File: src/rtl/adm_pkg.sv
package adm_pkg;

    typedef enum logic [1:0] {
        DIR_STRAIGHT = 2'b00,
        DIR_MINUS    = 2'b01,
        DIR_PLUS     = 2'b10,
        DIR_SPARE    = 2'b11
    } adm_dir_e;

endpackage

File: src/rtl/adm_node_dir.sv
module adm_node_dir
    import adm_pkg::*;
#(
    parameter int FW    = 2,
    parameter int STAGE = 0
) (
    input  logic [1:0]    ctl,
    input  logic          mask,
    input  logic [FW-1:0] fix,
    output adm_dir_e      dir
);

    logic forced;

    always_comb begin
        forced = mask && (STAGE < int'(fix));
        dir    = DIR_STRAIGHT;
        if (!forced) begin
            unique case (ctl)
                2'b01:   dir = DIR_MINUS;
                2'b10:   dir = DIR_PLUS;
                default: dir = DIR_STRAIGHT;
            endcase
        end
    end

endmodule

File: src/rtl/adm_stage.sv
module adm_stage
    import adm_pkg::*;
#(
    parameter int N     = 8,
    parameter int W     = 8,
    parameter int FW    = 2,
    parameter int STAGE = 0
) (
    input  logic            clk,
    input  logic            rst_n,
    input  logic [N-1:0]    v_in,
    input  logic [N*W-1:0]  d_in,
    input  logic [N-1:0]    c_in,
    input  logic [2*N-1:0]  ctl,
    input  logic [N-1:0]    mask,
    input  logic [FW-1:0]   fix,
    output logic [N-1:0]    v_out,
    output logic [N*W-1:0]  d_out,
    output logic [N-1:0]    c_out
);

    localparam int HOP = 1 << STAGE;

    adm_dir_e dir [N];

    for (genvar j = 0; j < N; j++) begin : g_dec
        adm_node_dir #(.FW(FW), .STAGE(STAGE)) u_dir (
            .ctl  (ctl[j*2 +: 2]),
            .mask (mask[j]),
            .fix  (fix),
            .dir  (dir[j])
        );
    end

    for (genvar j = 0; j < N; j++) begin : g_node
        localparam int SPL = (j - HOP + N) % N;
        localparam int SMI = (j + HOP) % N;

        logic         take_st;
        logic         take_pl;
        logic         take_mi;
        logic         hit;
        logic         nxt_v;
        logic         nxt_c;
        logic [W-1:0] nxt_d;

        always_comb begin
            take_st = v_in[j]   && (dir[j]   == DIR_STRAIGHT);
            take_pl = v_in[SPL] && (dir[SPL] == DIR_PLUS);
            take_mi = v_in[SMI] && (dir[SMI] == DIR_MINUS);
            hit     = (take_st && take_pl) || (take_st && take_mi) || (take_pl && take_mi);
            nxt_v   = take_st || take_pl || take_mi;
            nxt_d   = '0;
            nxt_c   = 1'b0;
            if (take_st) begin
                nxt_d = d_in[j*W +: W];
                nxt_c = c_in[j] | hit;
            end else if (take_pl) begin
                nxt_d = d_in[SPL*W +: W];
                nxt_c = c_in[SPL] | hit;
            end else if (take_mi) begin
                nxt_d = d_in[SMI*W +: W];
                nxt_c = c_in[SMI] | hit;
            end
        end

        always_ff @(posedge clk or negedge rst_n) begin
            if (!rst_n) begin
                v_out[j]         <= 1'b0;
                c_out[j]         <= 1'b0;
                d_out[j*W +: W]  <= '0;
            end else begin
                v_out[j]         <= nxt_v;
                c_out[j]         <= nxt_c;
                d_out[j*W +: W]  <= nxt_d;
            end
        end
    end

endmodule

File: src/rtl/adm_partnet.sv
module adm_partnet #(
    parameter  int M  = 3,
    parameter  int W  = 8,
    localparam int N  = 1 << M,
    localparam int FW = $clog2(M + 1)
) (
    input  logic              clk,
    input  logic              rst_n,
    input  logic [N-1:0]      in_valid,
    input  logic [N*W-1:0]    in_data,
    input  logic [2*M*N-1:0]  ctrl,
    input  logic [N-1:0]      part_mask,
    input  logic [FW-1:0]     part_fix,
    output logic [N-1:0]      out_valid,
    output logic [N*W-1:0]    out_data,
    output logic [N-1:0]      out_conflict
);

    logic [N-1:0]   col_v [M+1];
    logic [N*W-1:0] col_d [M+1];
    logic [N-1:0]   col_c [M+1];

    always_ff @(posedge clk or negedge rst_n) begin
        if (!rst_n) begin
            col_v[0] <= '0;
            col_d[0] <= '0;
        end else begin
            col_v[0] <= in_valid;
            for (int j = 0; j < N; j++) begin
                col_d[0][j*W +: W] <= in_valid[j] ? in_data[j*W +: W] : '0;
            end
        end
    end

    assign col_c[0] = '0;

    for (genvar k = 1; k <= M; k++) begin : g_col
        localparam int STG = M - k;
        adm_stage #(.N(N), .W(W), .FW(FW), .STAGE(STG)) u_stage (
            .clk   (clk),
            .rst_n (rst_n),
            .v_in  (col_v[k-1]),
            .d_in  (col_d[k-1]),
            .c_in  (col_c[k-1]),
            .ctl   (ctrl[STG*N*2 +: 2*N]),
            .mask  (part_mask),
            .fix   (part_fix),
            .v_out (col_v[k]),
            .d_out (col_d[k]),
            .c_out (col_c[k])
        );
    end

    assign out_valid    = col_v[M];
    assign out_data     = col_d[M];
    assign out_conflict = col_c[M];

endmodule

File: config.mk
export PLATFORM = sky130hd
export DESIGN_NAME = adm_partnet
export DESIGN_NICKNAME = d
export VERILOG_FILES = /design/src/rtl/adm_pkg.sv /design/src/rtl/adm_node_dir.sv /design/src/rtl/adm_stage.sv /design/src/rtl/adm_partnet.sv
export SDC_FILE = /design/constraint.sdc
export NUM_CORES = 1
export LEC_CHECK = 0
export BUFFER_PORTS_ARGS = -buffer_cell sky130_fd_sc_hd__buf_2
export CORE_MARGIN = 1
export CORE_UTILIZATION = 57
export DETAILED_ROUTE_END_ITERATION = 16
export MAX_ROUTING_LAYER = met4
export PLACE_DENSITY = 0.89
export REMOVE_ABC_BUFFERS = 1
export SLEW_MARGIN = 20
export SYNTH_ARGS = -nofsm -noshare
export SYNTH_HDL_FRONTEND = slang
export SYNTH_SLANG_ARGS = --single-unit
export TNS_END_PERCENT = 100
File: constraint.sdc
create_clock -name clk -period 2.1 [get_ports clk]
set_input_delay 0.315 -clock clk [delete_from_list [all_inputs] [get_ports clk]]
set_output_delay 0.315 -clock clk [all_outputs]
set_load 0.005 [all_outputs]
==> impl_results.rst, run 1 <==
.. list-table::
   :header-rows: 1

   * - Metric
     - Value
   * - Hold buffer count at CTS
     - 73
   * - Share of cell area taken by muxes after synthesis
     - 0%
   * - Max rail drop VDD
     - between 0.8 and 0.9 mV
   * - Clk pin slew, worst setup/hold paths
     - roughly 0.07 ns
   * - Total area of multi-input combinational cells
     - a little over 0.005 mm2
   * - Floorplan die height
     - approximately 160 um
   * - Final max-slew violation count
     - 0
   * - Number of H-tree branching levels
     - 1
   * - Standard-cell row count
     - 56
   * - I/O pin count
     - ~210
   * - Count of state elements after synthesis
     - roughly 310
   * - TritonCTS clock tree
     - built
   * - Core footprint
     - 0.0236 mm2
   * - Overflow after GRT
     - 0
   * - Hold Path Class
     - primary input to flop
   * - Antenna Violating Nets Remaining
     - 0
   * - Global-route wire length before repair
     - approximately 66000 um
   * - Area enclosed by the die boundary
     - 0.0248 mm2
   * - Number of detailed-routing iterations run before antenna repair
     - 6
   * - Time the final worst path needs with I/O delays and setup
     - between 1.5 and 2 ns
   * - Placed cell count
     - approximately 1800
   * - Post-synthesis cell type count
     - 36
   * - Crit path DAT
     - approximately 2.3 ns
   * - Root cell of the clock tree
     - clkbuf_16
   * - Transition time of the tightest slew-check pin
     - just over 0.6 ns
   * - Gp weighted congestion
     - roughly 1.1
   * - Post-route DRC
     - 0
   * - # fillers
     - around 1700
   * - Die Width
     - between 150 and 200 um
   * - Storage cell area
     - 0.00781 mm2
   * - Wire per inst
     - around 23 um
   * - Combined buffer and inverter count along the critical path
     - 0
   * - Number of nets in the final layout
     - between 1500 and 2000
   * - Number of standard cells in the final layout excluding fillers
     - about 1900
   * - Xor-xnor portion of the synthesized cell area
     - under 10%
   * - Buffer count from post-CTS setup fixing
     - 0
   * - Initial drt markers
     - between 1000 and 1500
   * - Maximum number of pins on one net before global-route repair
     - 68
   * - Post-synthesis simple-gate area fraction
     - 16.0%
   * - Static leakage
     - around 0.0079 uW
   * - Standard cell with the maximum stage delay on the critical path
     - a21boi_0
   * - Critical Path Start Type
     - flop
   * - Biggest fanout along the worst timing path
     - 8
   * - RSZ-0062 raised after global routing
     - no
   * - Total CTS buffers
     - 30
   * - Critical path type
     - flop to flop
   * - Max-cap violations
     - 0
   * - Complex-gate fraction of the synthesized area
     - roughly a fifth
   * - Via count of the first global-routing pass
     - ~11000
   * - Status
     - finished, final reports clean
   * - Share of cells above drive strength 1
     - between 20 and 25%
   * - Worst-Skew Late Latency
     - approximately 0.58 ns
   * - Synth async-reset ratio
     - between 90% and 100%
   * - Half-perimeter wire length of the detailed placement result
     - ~31000 um
   * - Pwr per Cell Area
     - around 920 mW/mm2
   * - Dominant synthesized flop cell
     - dfrtp_1
   * - Sequential share of the synthesized area
     - a little under three fifths
   * - Delay of the slowest critical-path stage
     - ~0.51 ns
   * - Largest buffer count on any clock path
     - 3
   * - Required arrival time at the worst endpoint
     - 2.58 ns
   * - Initial core utilization
     - about three fifths
   * - Routed vias
     - around 12000
   * - Top Family by Delay on Critical Path
     - compound AO/OA/AOI/OAI gates
   * - DR vias/cell
     - approximately 6.1
   * - Routed wire length
     - 43600 um
   * - Synth warn
     - 0
   * - Cells after Synth
     - 1311
   * - Total power of the final layout
     - ~15000 uW
   * - Post-CTS resize count
     - 0
   * - Final number of hold-violating endpoints
     - 0
   * - Overall Global Routing Usage
     - between 30 and 40%
   * - Skew final
     - between 0.015 and 0.02 ns
   * - FF-to-FF setup slack
     - 0.33 ns
   * - Total negative slack for setup checks
     - 0 ns
   * - Dominant combinational cell family by area after synthesis
     - compound AO/OA/AOI/OAI gates
   * - Highest clock frequency the design can meet
     - about 0.56 GHz
   * - Final setup violation count
     - 0
   * - Endpoint kind of the worst setup timing path
     - flop
   * - Total number of clock tree sinks
     - about 310
   * - Adder-cell share of the synthesized area
     - 0%
   * - Number of enable flip-flop cells after synthesis
     - 0
   * - Mapped Avg Cell Area
     - approximately 11 um2
   * - Initial antenna violation count
     - 0
   * - Netlist area before placement
     - about 0.014 mm2
   * - Period utilisation layout
     - 84.3%
   * - IO Port Bufs
     - 211
   * - Headroom to the max-slew limit
     - between 50% and 60%
   * - Cells along the critical path
     - a21boi_0 -> o311a_1 -> a221oi_1 -> nor2_1
   * - Area added between synthesis and finish
     - 21.3%
## final timing paths
check / endpoint / depth (start not counted) / start
setup / recovery: g_col[2].u_stage.d_out[15]$_DFF_PN0_ / 4 / g_col[1].u_stage.v_out[3]$_DFF_PN0_
hold / removal: g_col[1].u_stage.c_out[5]$_DFF_PN0_ / 4 / ctrl[35]
setup reg to reg: g_col[2].u_stage.d_out[15]$_DFF_PN0_ / 4 / g_col[1].u_stage.v_out[3]$_DFF_PN0_
hold reg to reg: g_col[1].u_stage.d_out[0]$_DFF_PN0_ / 1 / col_d[224]$_DFF_PN0_
max in group asynchronous: col_d[194]$_DFF_PN0_ / 3 / rst_n
min in group asynchronous: g_col[3].u_stage.d_out[30]$_DFF_PN0_ / 2 / rst_n
## routing by layer
metal | vias up | share of wire, % | track usage, % | wire [um]
li1 | 5066 | - | - | -
met5 | - | 0 | - | 0
met4 | 0 | 5.4 | 18.0 | 2340
met3 | 146 | 10 | 7.47 | 4420
met2 | 737 | 46 | 57.1 | 19800
met1 | 5552 | 39 | 47.8 | 17000
## per-stage QoR
step	setup WS (ns)	utilization [%]	cell area [um2]	hold slack, ns
after global routing	0.248	70.9	16700	0.184
after floorplan	0.0810	-	13000	0.0194
after detailed placement	0.143	63.3	15000	0.260
after global placement	0.184	63.3	15000	0.256
after CTS	0.365	70.9	16700	0.146
final	0.329	70.9	16700	0.166
## report_power, final
group	internal [uW]	switching (uW)	leakage, uW
registers	6620	629	0.00408
logic	1070	1410	0.00336
clock network	3410	2330	0.000511
## Yosys cell counts, drive strengths merged (6+ instances only)
cell	n	area [um2]
a211oi	12	90.1
a21boi	12	180
a21oi	160	801
a221oi	32	280
a22o	64	561
a22oi	32	240
and2	78	488
buf	109	751
clkbuf	26	97.6
dfrtp	312	7810
inv	20	75.1
nand2	20	75.1
nand3	84	420
nor2	176	661
nor2b	8	50.1
nor3	50	260
nor4bb	6	60.1
o21a	20	150
o21ai	16	80.1
or3	24	150
xnor2	16	140
xor2	8	70.1
## worst min-delay path, cell delays in order
cell,delay [ns]
buf_2,0.08
xor2_1,0.10
nand3_1,0.13
nor2_1,0.06
## final cells by class
type | instances | share of cell area, %
diodes | 1 | 0.0149
clock buffers | 37 | 4.95
clock inverters | 15 | 1.32
inverters | 20 | 0.448
multi-input cells | 844 | 30.3
flip-flops and latches | 312 | 46.6
well taps | 319 | 2.38
repair buffers | 349 | 13.9
## kinds of logic after synthesis
logic type | Yosys count
xor gates and xnor gates | 24
AOI/OAI and AO/OA | 368
DFF | 312
buffers and inverters | 155
and+or+nand+nor | 452
## flip-flops by register name, summed over array words and instances (netlist names)
name / flops
g_col.u_stage.d_out: 192
col_d: 64
g_col.u_stage.c_out: 24
g_col.u_stage.v_out: 24
col_v: 8
## cell usage in the layout, fill, tap and decap left out, types with 48 or more instances in the layout
master         count
buf_2            210
nor2_1           176
buf_4             61
nand3_1           84
nor3_1            48
and2_1            73
dfrtp_1          312
a22o_1            64
a21oi_1          160
dlygate4sd3_1     73
Power figures use the tool's default switching activity.
==> run 2, diff against run 1 <==
==> constraint.sdc (replaced) <==
create_clock -name clk -period 1.7 [get_ports clk]
set_input_delay 0.255 -clock clk [delete_from_list [all_inputs] [get_ports clk]]
set_output_delay 0.255 -clock clk [all_outputs]
set_load 0.005 [all_outputs]
==> run 2 against run 1 <==
Compared with the run above: largest cell class unchanged; utilization up 2.2 points; critical path depth increased by 1; sequential share of layout area is 1.4 points lower; register-to-register slack lost 0.31 ns; power increased by 27%; hold slack lost 0.012 ns; sequential cell count did not move; clock skew increased by 0.0044 ns; fmax is 5.4% higher; clock power rose by 30%.
==> impl_results.rst, run 2 (synthesis gave the netlist of run 1 again) <==
.. list-table::
   :header-rows: 1

   * - Metric
     - Value
   * - Overall Global Routing Usage
     - 38.7% (was 37.3%)
   * - Maximum number of pins on one net before global-route repair
     - 66 (was 68)
   * - Global-route wire length before repair
     - 68200 um (was 66100 um)
   * - I/O pin count
     - 212 (unchanged)
   * - Clk pin slew, worst setup/hold paths
     - 0.06 ns (was 0.07 ns)
   * - Most common library cell in the layout ignoring fill and taps
     - dfrtp_1 (unchanged)
   * - Worst hold-check slack
     - 0.154 ns (was 0.166 ns)
   * - Status
     - finished, final reports clean (unchanged)
   * - Root cell of the clock tree
     - clkbuf_16 (unchanged)
   * - Die Width
     - 158 um (unchanged)
   * - Time the final worst path needs with I/O delays and setup
     - 1.68 ns (was 1.77 ns)
   * - Skew final
     - 0.0220 ns (was 0.0176 ns)
   * - IO Port Bufs
     - 211 (unchanged)
   * - Critical path type
     - flop to flop (unchanged)
   * - Final number of hold-violating endpoints
     - 0 (unchanged)
   * - Endpoint kind of the worst setup timing path
     - flop (unchanged)
   * - Wire per inst
     - 23.3 um (was 23.0 um)
   * - RSZ-0062 raised after global routing
     - no (unchanged)
   * - Total number of clock tree sinks
     - 312 (unchanged)
   * - Worst-Skew Late Latency
     - 0.53 ns (was 0.58 ns)
   * - Post-route DRC
     - 0 (unchanged)
   * - Floorplan die height
     - 158 um (unchanged)
   * - Overflow after GRT
     - 0 (unchanged)
   * - Period utilisation layout
     - 98.8% (was 84.3%)
   * - Largest buffer count on any clock path
     - 3 (unchanged)
   * - Storage cell area
     - 0.00781 mm2 (unchanged)
   * - Commonest cells after routing, fill and taps aside
     - dfrtp_1 (312), buf_2 (210), nor2_1 (176), a21oi_1 (160), buf_4 (103) (was dfrtp_1 (312), buf_2 (210), nor2_1 (176), a21oi_1 (160), nand3_1 (84))
   * - Gp weighted congestion
     - 1.04 (was 1.06)
   * - Pwr per Cell Area
     - 1140 mW/mm2 (was 924 mW/mm2)
   * - Half-perimeter wire length of the detailed placement result
     - 32300 um (was 31200 um)
   * - # fillers
     - 1656 (was 1695)
   * - Ant diodes
     - 0 (was 1)
   * - Crit path DAT
     - 2.08 ns (was 2.25 ns)
   * - Routed wire length
     - 45500 um (was 43600 um)
   * - Number of nets in the final layout
     - 1739 (was 1689)
   * - Required arrival time at the worst endpoint
     - 2.10 ns (was 2.58 ns)
   * - Area added between synthesis and finish
     - 25.0% (was 21.3%)
   * - Top flop regs
     - g_col.u_stage.d_out (192), col_d (64) (unchanged)
   * - Cells along the critical path
     - a21boi_2 -> a2111oi_4 -> buf_4 -> a22oi_1 -> a21oi_1 (was a21boi_0 -> o311a_1 -> a221oi_1 -> nor2_1)
   * - Transition time of the tightest slew-check pin
     - 0.638 ns (was 0.612 ns)
   * - Final max-slew violation count
     - 0 (unchanged)
   * - Number of H-tree branching levels
     - 2 (was 1)
   * - Area enclosed by the die boundary
     - 0.0248 mm2 (unchanged)
   * - Via count of the first global-routing pass
     - 11600 (was 11300)
   * - Highest clock frequency the design can meet
     - 0.595 GHz (was 0.565 GHz)
   * - Max rail drop VDD
     - 0.914 mV (was 0.836 mV)
   * - Number of flip-flops in the largest register
     - 192 (unchanged)
   * - Total area of multi-input combinational cells
     - 0.00510 mm2 (was 0.00507 mm2)
   * - Hold Path Class
     - primary input to flop (unchanged)
   * - Static leakage
     - 0.00825 uW (was 0.00794 uW)
   * - TritonCTS clock tree
     - built (unchanged)
   * - Antenna Violating Nets Remaining
     - 0 (unchanged)
   * - Standard cell with the maximum stage delay on the critical path
     - dfrtp_1 (was a21boi_0)
   * - Max-cap violations
     - 0 (unchanged)
   * - Area of all placed cells without fillers
     - 0.0173 mm2 (was 0.0167 mm2)
   * - Total CTS buffers
     - 34 (was 30)
   * - Initial antenna violation count
     - 0 (unchanged)
   * - Delay of the slowest critical-path stage
     - 0.41 ns (was 0.51 ns)
   * - Initial core utilization
     - 58.5% (unchanged)
   * - Standard-cell row count
     - 56 (unchanged)
   * - Routed vias
     - 11800 (was 11500)
   * - Critical Path Start Type
     - flop (unchanged)
   * - Initial drt markers
     - 1480 (was 1462)
   * - Final setup violation count
     - 0 (unchanged)
   * - Share of cells above drive strength 1
     - 24.6% (was 21.9%)
   * - DR vias/cell
     - 6.04 (was 6.06)
   * - Cell area after placement
     - 0.0153 mm2 (was 0.0150 mm2)
   * - Core footprint
     - 0.0236 mm2 (unchanged)
   * - End-of-flow core utilization
     - 73.1% (was 70.9%)
   * - Headroom to the max-slew limit
     - 57.2% (was 59.1%)
   * - Biggest fanout along the worst timing path
     - 5 (was 8)
   * - Largest Register
     - g_col.u_stage.d_out (unchanged)
   * - Number of detailed-routing iterations run before antenna repair
     - 6 (unchanged)
[run 2: stage by stage]
stage	instances	TNS, ns	setup slack, ns	power [uW]
floorplan	1176	-4.85	-0.259	10200
global placement	1817	-6.81	-0.127	12000
detailed placement	1817	-11.79	-0.194	12000
CTS	1952	0	0.0573	19500
global route	1952	0	0.00486	20400
finish	1952	0	0.0197	19700
[run 2: final timing paths]
check / startpoint / endpoint / slack [ns] / cells after the start
max in group asynchronous: rst_n / g_col[2].u_stage.d_out[49]$_DFF_PN0_ / 0.75 / 3
min in group asynchronous: rst_n / g_col[2].u_stage.v_out[3]$_DFF_PN0_ / 0.25 / 2
min: ctrl[43] / g_col[1].u_stage.c_out[1]$_DFF_PN0_ / 0.15 / 4
max: g_col[1].u_stage.v_out[0]$_DFF_PN0_ / g_col[2].u_stage.d_out[20]$_DFF_PN0_ / 0.02 / 5
min reg2reg: col_d[213]$_DFF_PN0_ / g_col[1].u_stage.d_out[53]$_DFF_PN0_ / 0.49 / 1
max reg2reg: g_col[1].u_stage.v_out[0]$_DFF_PN0_ / g_col[2].u_stage.d_out[20]$_DFF_PN0_ / 0.02 / 5
[run 2: layer usage]
layer  part of all wire (%)  GRT usage, %  vias up
met1                     38          48.9     5696
met3                     10          7.53      150
li1                       -             -     5171
met2                     47          60.7      772
met4                    5.1          17.8        0
met5                      0             -        -
[run 2: worst max-delay path: cells and delay by family (launching register included)]
| kind | cells | cell delay [ns] |
|---|---|---|
| AOI/OAI and AO/OA | 4 | 0.94 |
| DFF | 1 | 0.41 |
| buffers and inverters | 1 | 0.20 |
[run 2: cell type report]
type | instances | area share [%]
clock buffers | 50 | 5.81
flip-flops and latches | 312 | 45.3
multi-input cells | 844 | 29.6
well taps | 319 | 2.31
inverters | 20 | 0.435
clock inverters | 12 | 0.841
repair buffers | 395 | 15.8
[run 2: report_power, final]
| group | leakage [uW] | switching [uW] | total (uW) | internal, uW |
|---|---|---|---|---|
| logic | 0.00362 | 1820 | 3250 | 1430 |
| registers | 0.00408 | 789 | 8970 | 8180 |
| clock network | 0.000557 | 3000 | 7440 | 4430 |
| total | 0.00825 | 5620 | 19700 | 14000 |
[run 2: what timing repair did]
action,CTS,global route
endpoints found under the setup margin,9,9
endpoints found under the hold margin,108,0
gates resized for setup,2,7
hold buffers,73,0
buffers inserted,0,0
==> run 3, diff against run 2 <==
--- a/config.mk
+++ b/config.mk
@@ -5,12 +5,13 @@
 export SDC_FILE = /design/constraint.sdc
 export NUM_CORES = 1
 export LEC_CHECK = 0
+export ABC_AREA = 1
 export BUFFER_PORTS_ARGS = -buffer_cell sky130_fd_sc_hd__buf_2
 export CORE_MARGIN = 1
 export CORE_UTILIZATION = 57
 export DETAILED_ROUTE_END_ITERATION = 16
 export MAX_ROUTING_LAYER = met4
-export PLACE_DENSITY = 0.89
+export PLACE_DENSITY = 0.88
 export REMOVE_ABC_BUFFERS = 1
 export SLEW_MARGIN = 20
 export SYNTH_ARGS = -nofsm -noshare
==> run 3 against run 2 <==
Compared with the run above: register-to-register slack improved by 0.21 ns; combinational power fell by 12%; synthesized cell count grew 37%; clock power fell by 1%; die area grew 8.9%; largest cell class unchanged; critical path depth decreased by 1; sequential cell count did not move; global-route usage decreased by 1.3 points; clock-buffer cell count shrank 7; clock skew is 0.011 ns lower; cell area rose by 3.4%; setup slack better by 0.21 ns.
==> impl_results.rst, run 3 <==
.. list-table::
   :header-rows: 1

   * - Metric
     - Value
   * - I/O pin count
     - 212 (unchanged)
   * - Max-cap violations
     - 0 (unchanged)
   * - Commonest cells post-synth
     - nand2_1 (441), dfrtp_1 (312), inv_1 (230) (was dfrtp_1 (312), nor2_1 (176), a21oi_1 (160))
   * - Initial drt markers
     - 1287 (was 1480)
   * - Switching power as a share of total power
     - 28.5% (was 28.6%)
   * - TritonCTS clock tree
     - built (unchanged)
   * - Gp weighted congestion
     - 1.00 (was 1.04)
   * - Dominant synthesized flop cell
     - dfrtp_1 (unchanged)
   * - Synth async-reset ratio
     - 100% (unchanged)
   * - Time the final worst path needs with I/O delays and setup
     - 1.47 ns (was 1.68 ns)
   * - Die Width
     - 164 um (was 158 um)
   * - Switching power of the nets
     - 5380 uW (was 5620 uW)
   * - Portion of total power attributed to the clock network
     - 39.0% (was 37.8%)
   * - Pwr per Cell Area
     - 1060 mW/mm2 (was 1140 mW/mm2)
   * - Top flop regs
     - g_col.u_stage.d_out (192), col_d (64) (unchanged)
   * - Number of H-tree branching levels
     - 2 (unchanged)
   * - Crit path DAT
     - 1.89 ns (was 2.08 ns)
   * - Combinational power share
     - 15.1% (was 16.5%)
   * - Ant diodes
     - 0 (unchanged)
   * - Max rail drop VDD
     - 1.03 mV (was 0.914 mV)
   * - Worst-Skew Late Latency
     - 0.51 ns (was 0.53 ns)
   * - Via count of the first global-routing pass
     - 13000 (was 11600)
   * - Half-perimeter wire length of the detailed placement result
     - 34700 um (was 32300 um)
   * - Period utilisation layout
     - 86.7% (was 98.8%)
   * - Fraction of synthesized cell area taken by the top area cell type
     - 51.9% (was 56.6%)
   * - Final max-slew violation count
     - 0 (unchanged)
   * - Routed wire length
     - 47900 um (was 45500 um)
   * - Overflow after GRT
     - 0 (unchanged)
   * - Internal Power
     - 13500 uW (was 14000 uW)
   * - Cells along the critical path
     - nand4_1 -> inv_2 -> nand2_1 -> a31oi_1 (was a21boi_2 -> a2111oi_4 -> buf_4 -> a22oi_1 -> a21oi_1)
   * - Clk pin slew, worst setup/hold paths
     - 0.06 ns (about the same)
   * - Post-synthesis cell type with the largest combined area
     - dfrtp_1 (unchanged)
   * - Initial antenna violation count
     - 0 (unchanged)
   * - Transition time of the tightest slew-check pin
     - 0.500 ns (was 0.638 ns)
   * - Skew final
     - 0.0106 ns (was 0.0220 ns)
   * - Buffer count from post-CTS setup fixing
     - 0 (unchanged)
   * - Delay of the slowest critical-path stage
     - 0.43 ns (was 0.41 ns)
   * - Final worst-path setup slack
     - 0.225 ns (was 0.0197 ns)
   * - Area enclosed by the die boundary
     - 0.0270 mm2 (was 0.0248 mm2)
   * - Most repeated cell in the gate-level netlist after synthesis
     - nand2_1 (was dfrtp_1)
   * - Number of enable flip-flop cells after synthesis
     - 0 (unchanged)
   * - Initial core utilization
     - 57.9% (was 58.5%)
   * - Core footprint
     - 0.0260 mm2 (was 0.0236 mm2)
   * - Overall Global Routing Usage
     - 37.4% (was 38.7%)
   * - Global-route wire length before repair
     - 72700 um (was 68200 um)
   * - IO Port Bufs
     - 211 (unchanged)
   * - Total negative slack for setup checks
     - 0 ns (unchanged)
   * - DR vias/cell
     - 5.61 (was 6.04)
   * - Final number of hold-violating endpoints
     - 0 (unchanged)
   * - Root cell of the clock tree
     - clkbuf_16 (unchanged)
   * - Post-CTS resize count
     - 0 (was 2)
   * - Wire per inst
     - 20.1 um (was 23.3 um)
   * - RSZ-0062 raised after global routing
     - no (unchanged)
   * - Mapped Avg Cell Area
     - 8.35 um2 (was 10.5 um2)
   * - Hold Path Class
     - primary input to flop (unchanged)
   * - Static leakage
     - 0.00958 uW (was 0.00825 uW)
   * - Number of detailed-routing iterations run before antenna repair
     - 9 (was 6)
   * - Total CTS buffers
     - 34 (unchanged)
   * - Highest clock frequency the design can meet
     - 0.678 GHz (was 0.595 GHz)
   * - Biggest fanout along the worst timing path
     - 9 (was 5)
   * - Setup slack at placement
     - 0.0989 ns (was -0.194 ns)
   * - Routed vias
     - 13400 (was 11800)
   * - Share of cells above drive strength 1
     - 19.2% (was 24.6%)
   * - Most common library cell in the layout ignoring fill and taps
     - nand2_1 (was dfrtp_1)
   * - Largest buffer count on any clock path
     - 3 (unchanged)
   * - Maximum number of pins on one net before global-route repair
     - 56 (was 66)
   * - Required arrival time at the worst endpoint
     - 2.11 ns (was 2.10 ns)
   * - Synth warn
     - 0 (unchanged)
   * - Floorplan die height
     - 164 um (was 158 um)
   * - FF-to-FF setup slack
     - 0.23 ns (was 0.02 ns)
   * - Standard-cell row count
     - 59 (was 56)
   * - Synth top area cells
     - dfrtp_1 (52%), nand2_1 (11%), nand3_1 (7.2%) (was dfrtp_1 (57%), a21oi_1 (5.8%), nor2_1 (4.8%))
   * - Commonest cells after routing, fill and taps aside
     - nand2_1 (441), dfrtp_1 (312), inv_1 (230), nand3_1 (216), buf_2 (210) (was dfrtp_1 (312), buf_2 (210), nor2_1 (176), a21oi_1 (160), buf_4 (103))
   * - Count of state elements after synthesis
     - 312 (unchanged)
   * - Status
     - finished, final reports clean (unchanged)
   * - Post-route DRC
     - 0 (unchanged)
   * - Sequential share of the synthesized area
     - 51.9% (was 56.6%)
   * - Endpoint kind of the worst setup timing path
     - flop (unchanged)
   * - Power share of the sequential group
     - 45.8% (was 45.6%)
   * - Critical Path Start Type
     - flop (unchanged)
   * - Post-synthesis cell type count
     - 33 (was 36)
   * - Antenna Violating Nets Remaining
     - 0 (unchanged)
   * - Headroom to the max-slew limit
     - 66.7% (was 57.2%)
   * - Netlist area before placement
     - 0.0150 mm2 (was 0.0138 mm2)
   * - Hold buffer count at CTS
     - 73 (unchanged)
   * - Largest Register
     - g_col.u_stage.d_out (unchanged)
   * - Standard cell with the maximum stage delay on the critical path
     - dfrtp_1 (unchanged)
   * - Total number of clock tree sinks
     - 312 (unchanged)
   * - Final setup violation count
     - 0 (unchanged)
   * - Number of flip-flops in the largest register
     - 192 (unchanged)
   * - Critical path type
     - flop to flop (unchanged)
   * - Cells after Synth
     - 1801 (was 1311)
   * - Number of nets in the final layout
     - 2159 (was 1739)
   * - Area added between synthesis and finish
     - 18.5% (was 25.0%)
[run 3: cell types whose count changed in the layout (fill, tap and decap cells not counted), sizes merged, moves of 78 or more]
cell   change
o21ai    +122
and2      -78
inv      +225
nand3    +154
a21oi    -159
nand2    +445
[run 3: path summary, 6_finish.rpt]
kind                       depth (start not counted)                                start                                   end
setup / recovery                                   4  g_col[1].u_stage.v_out[2]$_DFF_PN0_  g_col[2].u_stage.d_out[36]$_DFF_PN0_
max in group asynchronous                          3                                rst_n                  col_d[201]$_DFF_PN0_
hold / removal                                     4                             ctrl[44]   g_col[1].u_stage.c_out[2]$_DFF_PN0_
hold reg to reg                                    2                 col_d[195]$_DFF_PN0_   g_col[1].u_stage.d_out[3]$_DFF_PN0_
setup reg to reg                                   4  g_col[1].u_stage.v_out[2]$_DFF_PN0_  g_col[2].u_stage.d_out[36]$_DFF_PN0_
min in group asynchronous                          2                                rst_n  g_col[3].u_stage.d_out[16]$_DFF_PN0_
[run 3: cell families (layout without fill, tap and decap cells)]
kind of cell	after synthesis	in the layout	synth area share, %
and+or+nand+nor	888	888	27.4
buffers and inverters	393	642	13.0
DFF	312	312	51.9
AOI/OAI and AO/OA	208	208	7.71
[run 3: metrics by stage]
stage               power [uW]  utilization, %  area [um2]  std cells  hold WS, ns
global placement         11300            61.5       16000       2253        0.212
global route             19600            68.6       17800       2385        0.155
CTS                      18800            68.6       17800       2385        0.128
finish                   18900            68.6       17800       2385        0.140
floorplan                 9860               -       14000       1657      -0.0406
detailed placement       11400            61.5       16000       2253        0.213
[run 3: critical path, delay by kind of cell, from the launching register on]
family          cells  cell delay [ns]
flops               1             0.43
compound gates      1             0.24
buf+inv             1             0.29
simple gates        2             0.41
[run 3: power by group through the flow]
stage               combinational [uW]  sequential [uW]  clock (uW)
floorplan                         1320             8540           0
global placement                  2580             8740           0
detailed placement                2640             8750           0
CTS                               2780             8620        7370
global route                      3150             8690        7740
finish                            2860             8650        7360
[run 3: final cells by class]
cell class	count	area, um2
multi-input cells	1096	5280
repair buffers	334	2270
clock buffers	43	936
inverters	249	935
fillers	1999	8160
flip-flops and latches	312	7810
well taps	335	419
clock inverters	16	180
[run 3: routing by layer]
metal / vias up / GRT usage (%) / share of wire (%)
met5: - / - / 0
met4: 0 / 15.8 / 4.7
met3: 147 / 5.37 / 8.5
met2: 824 / 61.0 / 48
met1: 6269 / 46.8 / 39
li1: 6146 / - / -
